==> src/rtl/dma2d_pkg.sv <==
package dma2d_pkg;
  typedef enum logic [1:0] {
    ST_IDLE   = 2'd0,
    ST_STRIDE = 2'd1,
    ST_RING   = 2'd2
  } dma2d_state_e;
endpackage

==> src/rtl/dma2d_stride_seq.sv <==
module dma2d_stride_seq #(
  parameter int AW = 30,
  parameter int LW = 12
) (
  input  logic          clk,
  input  logic          rst,
  input  logic          load,
  input  logic [AW-1:0] start_addr,
  input  logic [LW-1:0] len,
  input  logic [LW-1:0] stride,
  input  logic [LW-1:0] lines_m1,
  input  logic          adv,
  output logic [AW-1:0] addr,
  output logic          at_last
);
  logic [AW-1:0] cur, base;
  logic [LW-1:0] xcnt, ycnt, len_m1, stride_q, lines_q;
  logic          line_end;

  assign line_end = (xcnt == len_m1);
  assign at_last  = line_end && (ycnt == lines_q);
  assign addr     = cur;

  always_ff @(posedge clk) begin
    if (rst) begin
      cur <= '0; base <= '0; xcnt <= '0; ycnt <= '0;
      len_m1 <= '0; stride_q <= '0; lines_q <= '0;
    end else if (load) begin
      cur      <= start_addr;
      base     <= start_addr;
      xcnt     <= '0;
      ycnt     <= '0;
      len_m1   <= len - LW'(1);
      stride_q <= stride;
      lines_q  <= lines_m1;
    end else if (adv) begin
      if (line_end) begin
        if (!at_last) begin
          base <= base + AW'(stride_q);
          cur  <= base + AW'(stride_q);
          xcnt <= '0;
          ycnt <= ycnt + LW'(1);
        end
      end else begin
        cur  <= cur + AW'(1);
        xcnt <= xcnt + LW'(1);
      end
    end
  end

  // unit step inside a line
  a_r3_unit_step: assert property (@(posedge clk) disable iff (rst)
    adv && !load && !line_end |=> cur == $past(cur) + AW'(1));
  // next line begins one stride after the previous line start
  a_r3_line_jump: assert property (@(posedge clk) disable iff (rst)
    adv && !load && line_end && !at_last |=> cur == $past(base) + AW'($past(stride_q)));
endmodule

==> src/rtl/dma2d_ring_seq.sv <==
module dma2d_ring_seq #(
  parameter int AW = 30,
  parameter int LW = 12
) (
  input  logic          clk,
  input  logic          rst,
  input  logic          load,
  input  logic [AW-1:0] start_addr,
  input  logic [LW-1:0] stride,
  input  logic [LW-1:0] lines_m1,
  input  logic          adv,
  output logic [AW-1:0] addr,
  output logic          at_half,
  output logic          at_wrap
);
  localparam int ARW = 2*LW + 1;

  logic [AW-1:0]  cur, base;
  logic [ARW-1:0] off, area_m1, half_m1, area_w;

  assign area_w  = ARW'(stride) * (ARW'(lines_m1) + ARW'(1));
  assign at_half = (off == half_m1);
  assign at_wrap = (off == area_m1);
  assign addr    = cur;

  always_ff @(posedge clk) begin
    if (rst) begin
      cur <= '0; base <= '0; off <= '0; area_m1 <= '0; half_m1 <= '0;
    end else if (load) begin
      cur     <= start_addr;
      base    <= start_addr;
      off     <= '0;
      area_m1 <= area_w - ARW'(1);
      half_m1 <= (area_w >> 1) - ARW'(1);
    end else if (adv) begin
      if (at_wrap) begin
        off <= '0;
        cur <= base;
      end else begin
        off <= off + ARW'(1);
        cur <= cur + AW'(1);
      end
    end
  end

  // accepting the last word of the area returns to the start address
  a_r6_wrap_base: assert property (@(posedge clk) disable iff (rst)
    adv && !load && at_wrap |=> (cur == base) && (off == '0));
  // otherwise the ring climbs by one word
  a_r6_climb: assert property (@(posedge clk) disable iff (rst)
    adv && !load && !at_wrap |=> cur == $past(cur) + AW'(1));
endmodule

==> src/rtl/dma2d_addr_gen.sv <==
module dma2d_addr_gen
  import dma2d_pkg::*;
#(
  parameter int AW = 30,
  parameter int LW = 12
) (
  input  logic          clk,
  input  logic          rst,
  input  logic          start_we,
  input  logic [AW-1:0] start_addr,
  input  logic [LW-1:0] cfg_line_len,
  input  logic [LW-1:0] cfg_stride,
  input  logic [LW-1:0] cfg_lines_m1,
  input  logic          cfg_dir,
  input  logic          cfg_burst,
  input  logic          stop,
  output logic          addr_valid,
  input  logic          addr_ready,
  output logic [AW-1:0] addr_out,
  output logic          addr_dir,
  output logic          addr_burst,
  output logic          done_evt,
  output logic          half_evt
);
  dma2d_state_e  state;
  logic          hs, load, adv_s, adv_r, s_last, r_half, r_wrap;
  logic [AW-1:0] s_addr, r_addr;

  assign addr_valid = (state != ST_IDLE);
  assign hs         = addr_valid && addr_ready;
  assign load       = start_we && (state == ST_IDLE) && !stop;
  assign adv_s      = hs && (state == ST_STRIDE);
  assign adv_r      = hs && (state == ST_RING);
  assign addr_out   = (state == ST_RING) ? r_addr : s_addr;

  dma2d_stride_seq #(.AW(AW), .LW(LW)) u_stride (
    .clk(clk), .rst(rst), .load(load), .start_addr(start_addr),
    .len(cfg_line_len), .stride(cfg_stride), .lines_m1(cfg_lines_m1),
    .adv(adv_s), .addr(s_addr), .at_last(s_last)
  );

  dma2d_ring_seq #(.AW(AW), .LW(LW)) u_ring (
    .clk(clk), .rst(rst), .load(load), .start_addr(start_addr),
    .stride(cfg_stride), .lines_m1(cfg_lines_m1),
    .adv(adv_r), .addr(r_addr), .at_half(r_half), .at_wrap(r_wrap)
  );

  always_ff @(posedge clk) begin
    if (rst) begin
      state      <= ST_IDLE;
      addr_dir   <= 1'b0;
      addr_burst <= 1'b0;
      done_evt   <= 1'b0;
      half_evt   <= 1'b0;
    end else begin
      done_evt <= !stop && adv_s && s_last;
      half_evt <= !stop && adv_r && (r_half || r_wrap);
      if (stop) begin
        state <= ST_IDLE;
      end else if (load) begin
        state      <= (cfg_line_len == '0) ? ST_RING : ST_STRIDE;
        addr_dir   <= cfg_dir;
        addr_burst <= cfg_burst;
      end else if (adv_s && s_last) begin
        state <= ST_IDLE;
      end
    end
  end

  // reset clears the outputs
  a_r1_reset_quiet: assert property (@(posedge clk)
    rst |=> !addr_valid && !done_evt && !half_evt);
  // launch shows the start address
  a_r2_launch: assert property (@(posedge clk) disable iff (rst)
    load |=> addr_valid && (addr_out == $past(start_addr)));
  // a stalled address holds
  a_r4_stall_hold: assert property (@(posedge clk) disable iff (rst)
    addr_valid && !addr_ready && !stop |=> addr_valid && $stable(addr_out));
  // done coincides with idle
  a_r5_done_idle: assert property (@(posedge clk) disable iff (rst)
    done_evt |-> !addr_valid);
  // stop silences the channel
  a_r8_stop_quiet: assert property (@(posedge clk) disable iff (rst)
    stop |=> !addr_valid && !done_evt && !half_evt);
  // events are mutually exclusive single pulses
  a_r7_one_event: assert property (@(posedge clk) disable iff (rst)
    $onehot0({done_evt, half_evt}));
  // busy channel ignores a start write
  a_r9_no_relaunch: assert property (@(posedge clk) disable iff (rst)
    addr_valid && start_we && !addr_ready && !stop |=> $stable(addr_out));
endmodule

==> config.mk <==
export PLATFORM = sky130hd
export DESIGN_NAME = dma2d_addr_gen
export DESIGN_NICKNAME = d
export VERILOG_FILES = /design/src/rtl/dma2d_pkg.sv /design/src/rtl/dma2d_stride_seq.sv /design/src/rtl/dma2d_ring_seq.sv /design/src/rtl/dma2d_addr_gen.sv
export SDC_FILE = /design/constraint.sdc
export NUM_CORES = 1
export LEC_CHECK = 0
export BUFFER_PORTS_ARGS = -buffer_cell sky130_fd_sc_hd__buf_2
export CORE_ASPECT_RATIO = 0.8
export CORE_MARGIN = 5
export CORE_UTILIZATION = 57
export CTS_CLUSTER_SIZE = 30
export DETAILED_ROUTE_END_ITERATION = 10
export HOLD_SLACK_MARGIN = 0.12
export PLACE_DENSITY = 0.78
export SYNTH_ARGS = -nofsm -noshare
export SYNTH_HDL_FRONTEND = slang
export SYNTH_SLANG_ARGS = --single-unit
export TNS_END_PERCENT = 10
==> constraint.sdc <==
create_clock -name clk -period 6.11 [get_ports clk]
set_input_delay 0.3055 -clock clk [delete_from_list [all_inputs] [get_ports clk]]
set_output_delay 0.3055 -clock clk [all_outputs]
set_load 0.01 [all_outputs]
==> flow_summary_export.csv <==
group,metric,value,unit
outcome,status,"finished, final reports clean",
yosys,yosysWarningCount,0,
place,io_buffers,107,
yosys,ys.flop_type,"dfxtp_1",
die,die_w,220,um
timing,grt_setup_unrepaired,"true",
timing,fin_skew,36.3,ps
timing,period_share,0.988,
global_routing,gr-total-overflow,0,
timing,finalHoldViolCount,0,
global_routing,grt_pass1_wl,92.3,mm
timing,fin_crit,6040,ps
cells_and_area,layout_common_cells,"406 x nand2_1, 261 x dfxtp_1, 225 x nor2_1, 179 x a21oi_1, 155 x inv_1",
cells_and_area,layout-area-overhead-vs-synth,17.3,%
yosys,seq_area_frac_synth,0.260,
power,total_power,12.3,mW
power,p_leak,9.97,nW
yosys,synth_cell_type_count,82,
place,place.gp.congestion,0.922,
cells_and_area,final_common_cell,"nand2_1",
place,dpl.hpwl,42.2,mm
yosys,synth-edff-count,0,
drt,drt_wl_total,57.6,mm
yosys,synth_area,20100,um2
setup_path,path_common_cell,"fa_2",
setup_path,start_kind,"primary input",
yosys,synthArstFlopShare,0,
timing,setup_viol,0,
global_routing,grtUsageTotal,0.285,
die,num_io_pins,108,
setup_path,cpMaxStageDelayCell,"fa_2",
die,core-area,34700,um2
setup_path,path_class,"in2reg",
cells_and_area,layout-drive-gt1-share,0.149,
cells_and_area,diodes,0,
setup_path,cp_data_arrival_time,6520,ps
yosys,synth_seq_cells,261,
global_routing,antenna_found_initial,0,
clock_network,worst_skew_pair.late_latency,570,ps
drt,first_pass_iters,6,
yosys,netlist_instances,2572,
drt,wl_per_cell,17.8,um
clock_network,cts.clk_slew.worst_paths,70,ps
timing,fmax,166,MHz
timing,drv_slew,0,
clock_network,tritoncts,"done",
global_routing,grt_max_degree,100,
place,placed_area,21800,um2
drt,routed-via-count,19300,
setup_path,worst_setup_path_end_kind,"flop",
yosys,avgSynthCellArea,7.80,um2
job,maxCapViolCount,0,
clock_network,cts-root-buf,"clkbuf_16",
setup_path,max_stage_delay,600,ps
min_path,min_path_type,"in2reg",
clock_network,clkSinkCount,261,
clock_network,clockBufferDepth,3,
yosys,synth_nets,2840,
die,rows,61,
drt,drc,0,
setup_path,worst_ep_required_time,6590,ps
power,p_per_area,523,nW/um2
drt,drt_iter0_drc,2172,
drt,viasPerCell,5.96,
die,fp.dieArea,39100,um2
timing,worst_pin_slew,1270,ps
timing,relSlewSlack,0.156,
clock_network,numCtsBuffers,27,
cells_and_area,final_cell_area,23500,um2
cells_and_area,nets,3006,
power,ir_drop,0.774,mV
setup_path,crit_fanout,6,
clock_network,cts_max_level,1,
drt,ant_nets,0,
die,die_h,178,um
die,start_util,0.578,
global_routing,grt_pass1_vias,18200,
==> sequential cells by signal (all words and copies together), names as in the netlist, 25 cells and up <==
signal          flops
u_ring.base        30
u_stride.addr      30
u_ring.half_m1     25
u_ring.off         25
u_ring.addr        30
u_ring.area_m1     25
u_stride.base      30
==> cell families (layout without fill, tap and decap cells) <==
kind of cell,Yosys count,count (layout),share of synthesized area
mux,10,10,0.00505
buf+inv,323,508,0.0641
fa+ha+maj,195,195,0.163
flops,261,261,0.260
compound gates,514,514,0.166
simple gates,1054,1054,0.247
xor+xnor,215,215,0.0938
==> what timing repair did <==
item / in CTS / in global routing
endpoints found under the setup margin: 9 / 25
hold endpoints to repair: 66 / 0
pin swaps: 0 / 41
setup buffers: 0 / 16
cloned: 0 / 2
hold buffers: 34 / 0
resized for setup: 1 / 49
==> area by class of cell <==
class / instances / area (um2)
inverters: 164 / 616
fillers: 2816 / 11200
repair buffers: 296 / 2070
flip-flops and latches: 261 / 5230
clock inverters: 13 / 241
well taps: 472 / 591
clock buffers: 35 / 766
multi-input cells: 1988 / 14000
==> through the flow <==
step	setup WS [ps]	TNS, ps	util	std cells	hold WS, ps
6_report	72.9	0	0.678	3229	134
3_3_place_gp	-580	-11450	0.628	3129	441
2_1_floorplan	-69.3	-308	-	2572	384
5_1_grt	-134	-532	0.678	3229	140
4_1_cts	50.8	0	0.667	3211	120
3_5_place_dp	-692	-15470	0.628	3129	445
==> power by group <==
group          total, mW  switching, mW  internal, mW
registers           1.95          0.121          1.83
logic               8.50           4.48          4.02
clock network       1.87          0.728          1.14
==> cells in the mapped netlist (all sizes together) (12+ instances only) <==
library cell,n,area [um2]
a211oi,58,435
a31oi,28,175
nor4,30,218
nor2,230,866
o221ai,12,105
nand4,47,294
o21ai,82,414
nor3,49,250
a21oi,183,916
nand3,75,375
o211ai,23,173
nor2b,18,113
ha,84,1050
fa,111,2220
xnor2,97,850
and2,77,482
and3,34,214
inv,164,616
nand2,417,1570
buf,21,113
a21o,18,138
xor2,118,1030
or3,26,163
and4,12,109
clkbuf,138,558
dfxtp,261,5230
a311oi,22,193
==> worst paths after layout <==
kind | from | end | slack (ps) | depth (start not counted)
setup / recovery | cfg_lines_m1[2] | u_ring.half_m1[22]$_SDFFE_PP0P_ | 70 | 27
hold / removal | start_addr[22] | u_ring.base[22]$_SDFFE_PP0P_ | 130 | 3
hold reg to reg | u_ring.base[13]$_SDFFE_PP0P_ | u_ring.base[13]$_SDFFE_PP0P_ | 450 | 2
setup reg to reg | u_stride.stride_q[0]$_SDFFE_PP0P_ | u_stride.addr[20]$_SDFFE_PP0P_ | 2510 | 12
==> worst max-delay path, delay by kind of cell <==
kind	cells	cell delay [ps]
xor+xnor	2	250
compound gates	4	1000
simple gates	9	1610
buf+inv	6	610
fa+ha+maj	6	2740
==> layer usage <==
| layer | up-vias | GRT usage | wire [um] |
|---|---|---|---|
| met5 | - | 0 | 0 |
| met4 | 0 | 0.0668 | 1430 |
| met3 | 114 | 0.0331 | 4340 |
| met2 | 784 | 0.449 | 25700 |
| met1 | 9235 | 0.420 | 26200 |
| li1 | 9121 | - | - |
(Power assumes the default switching activity.)
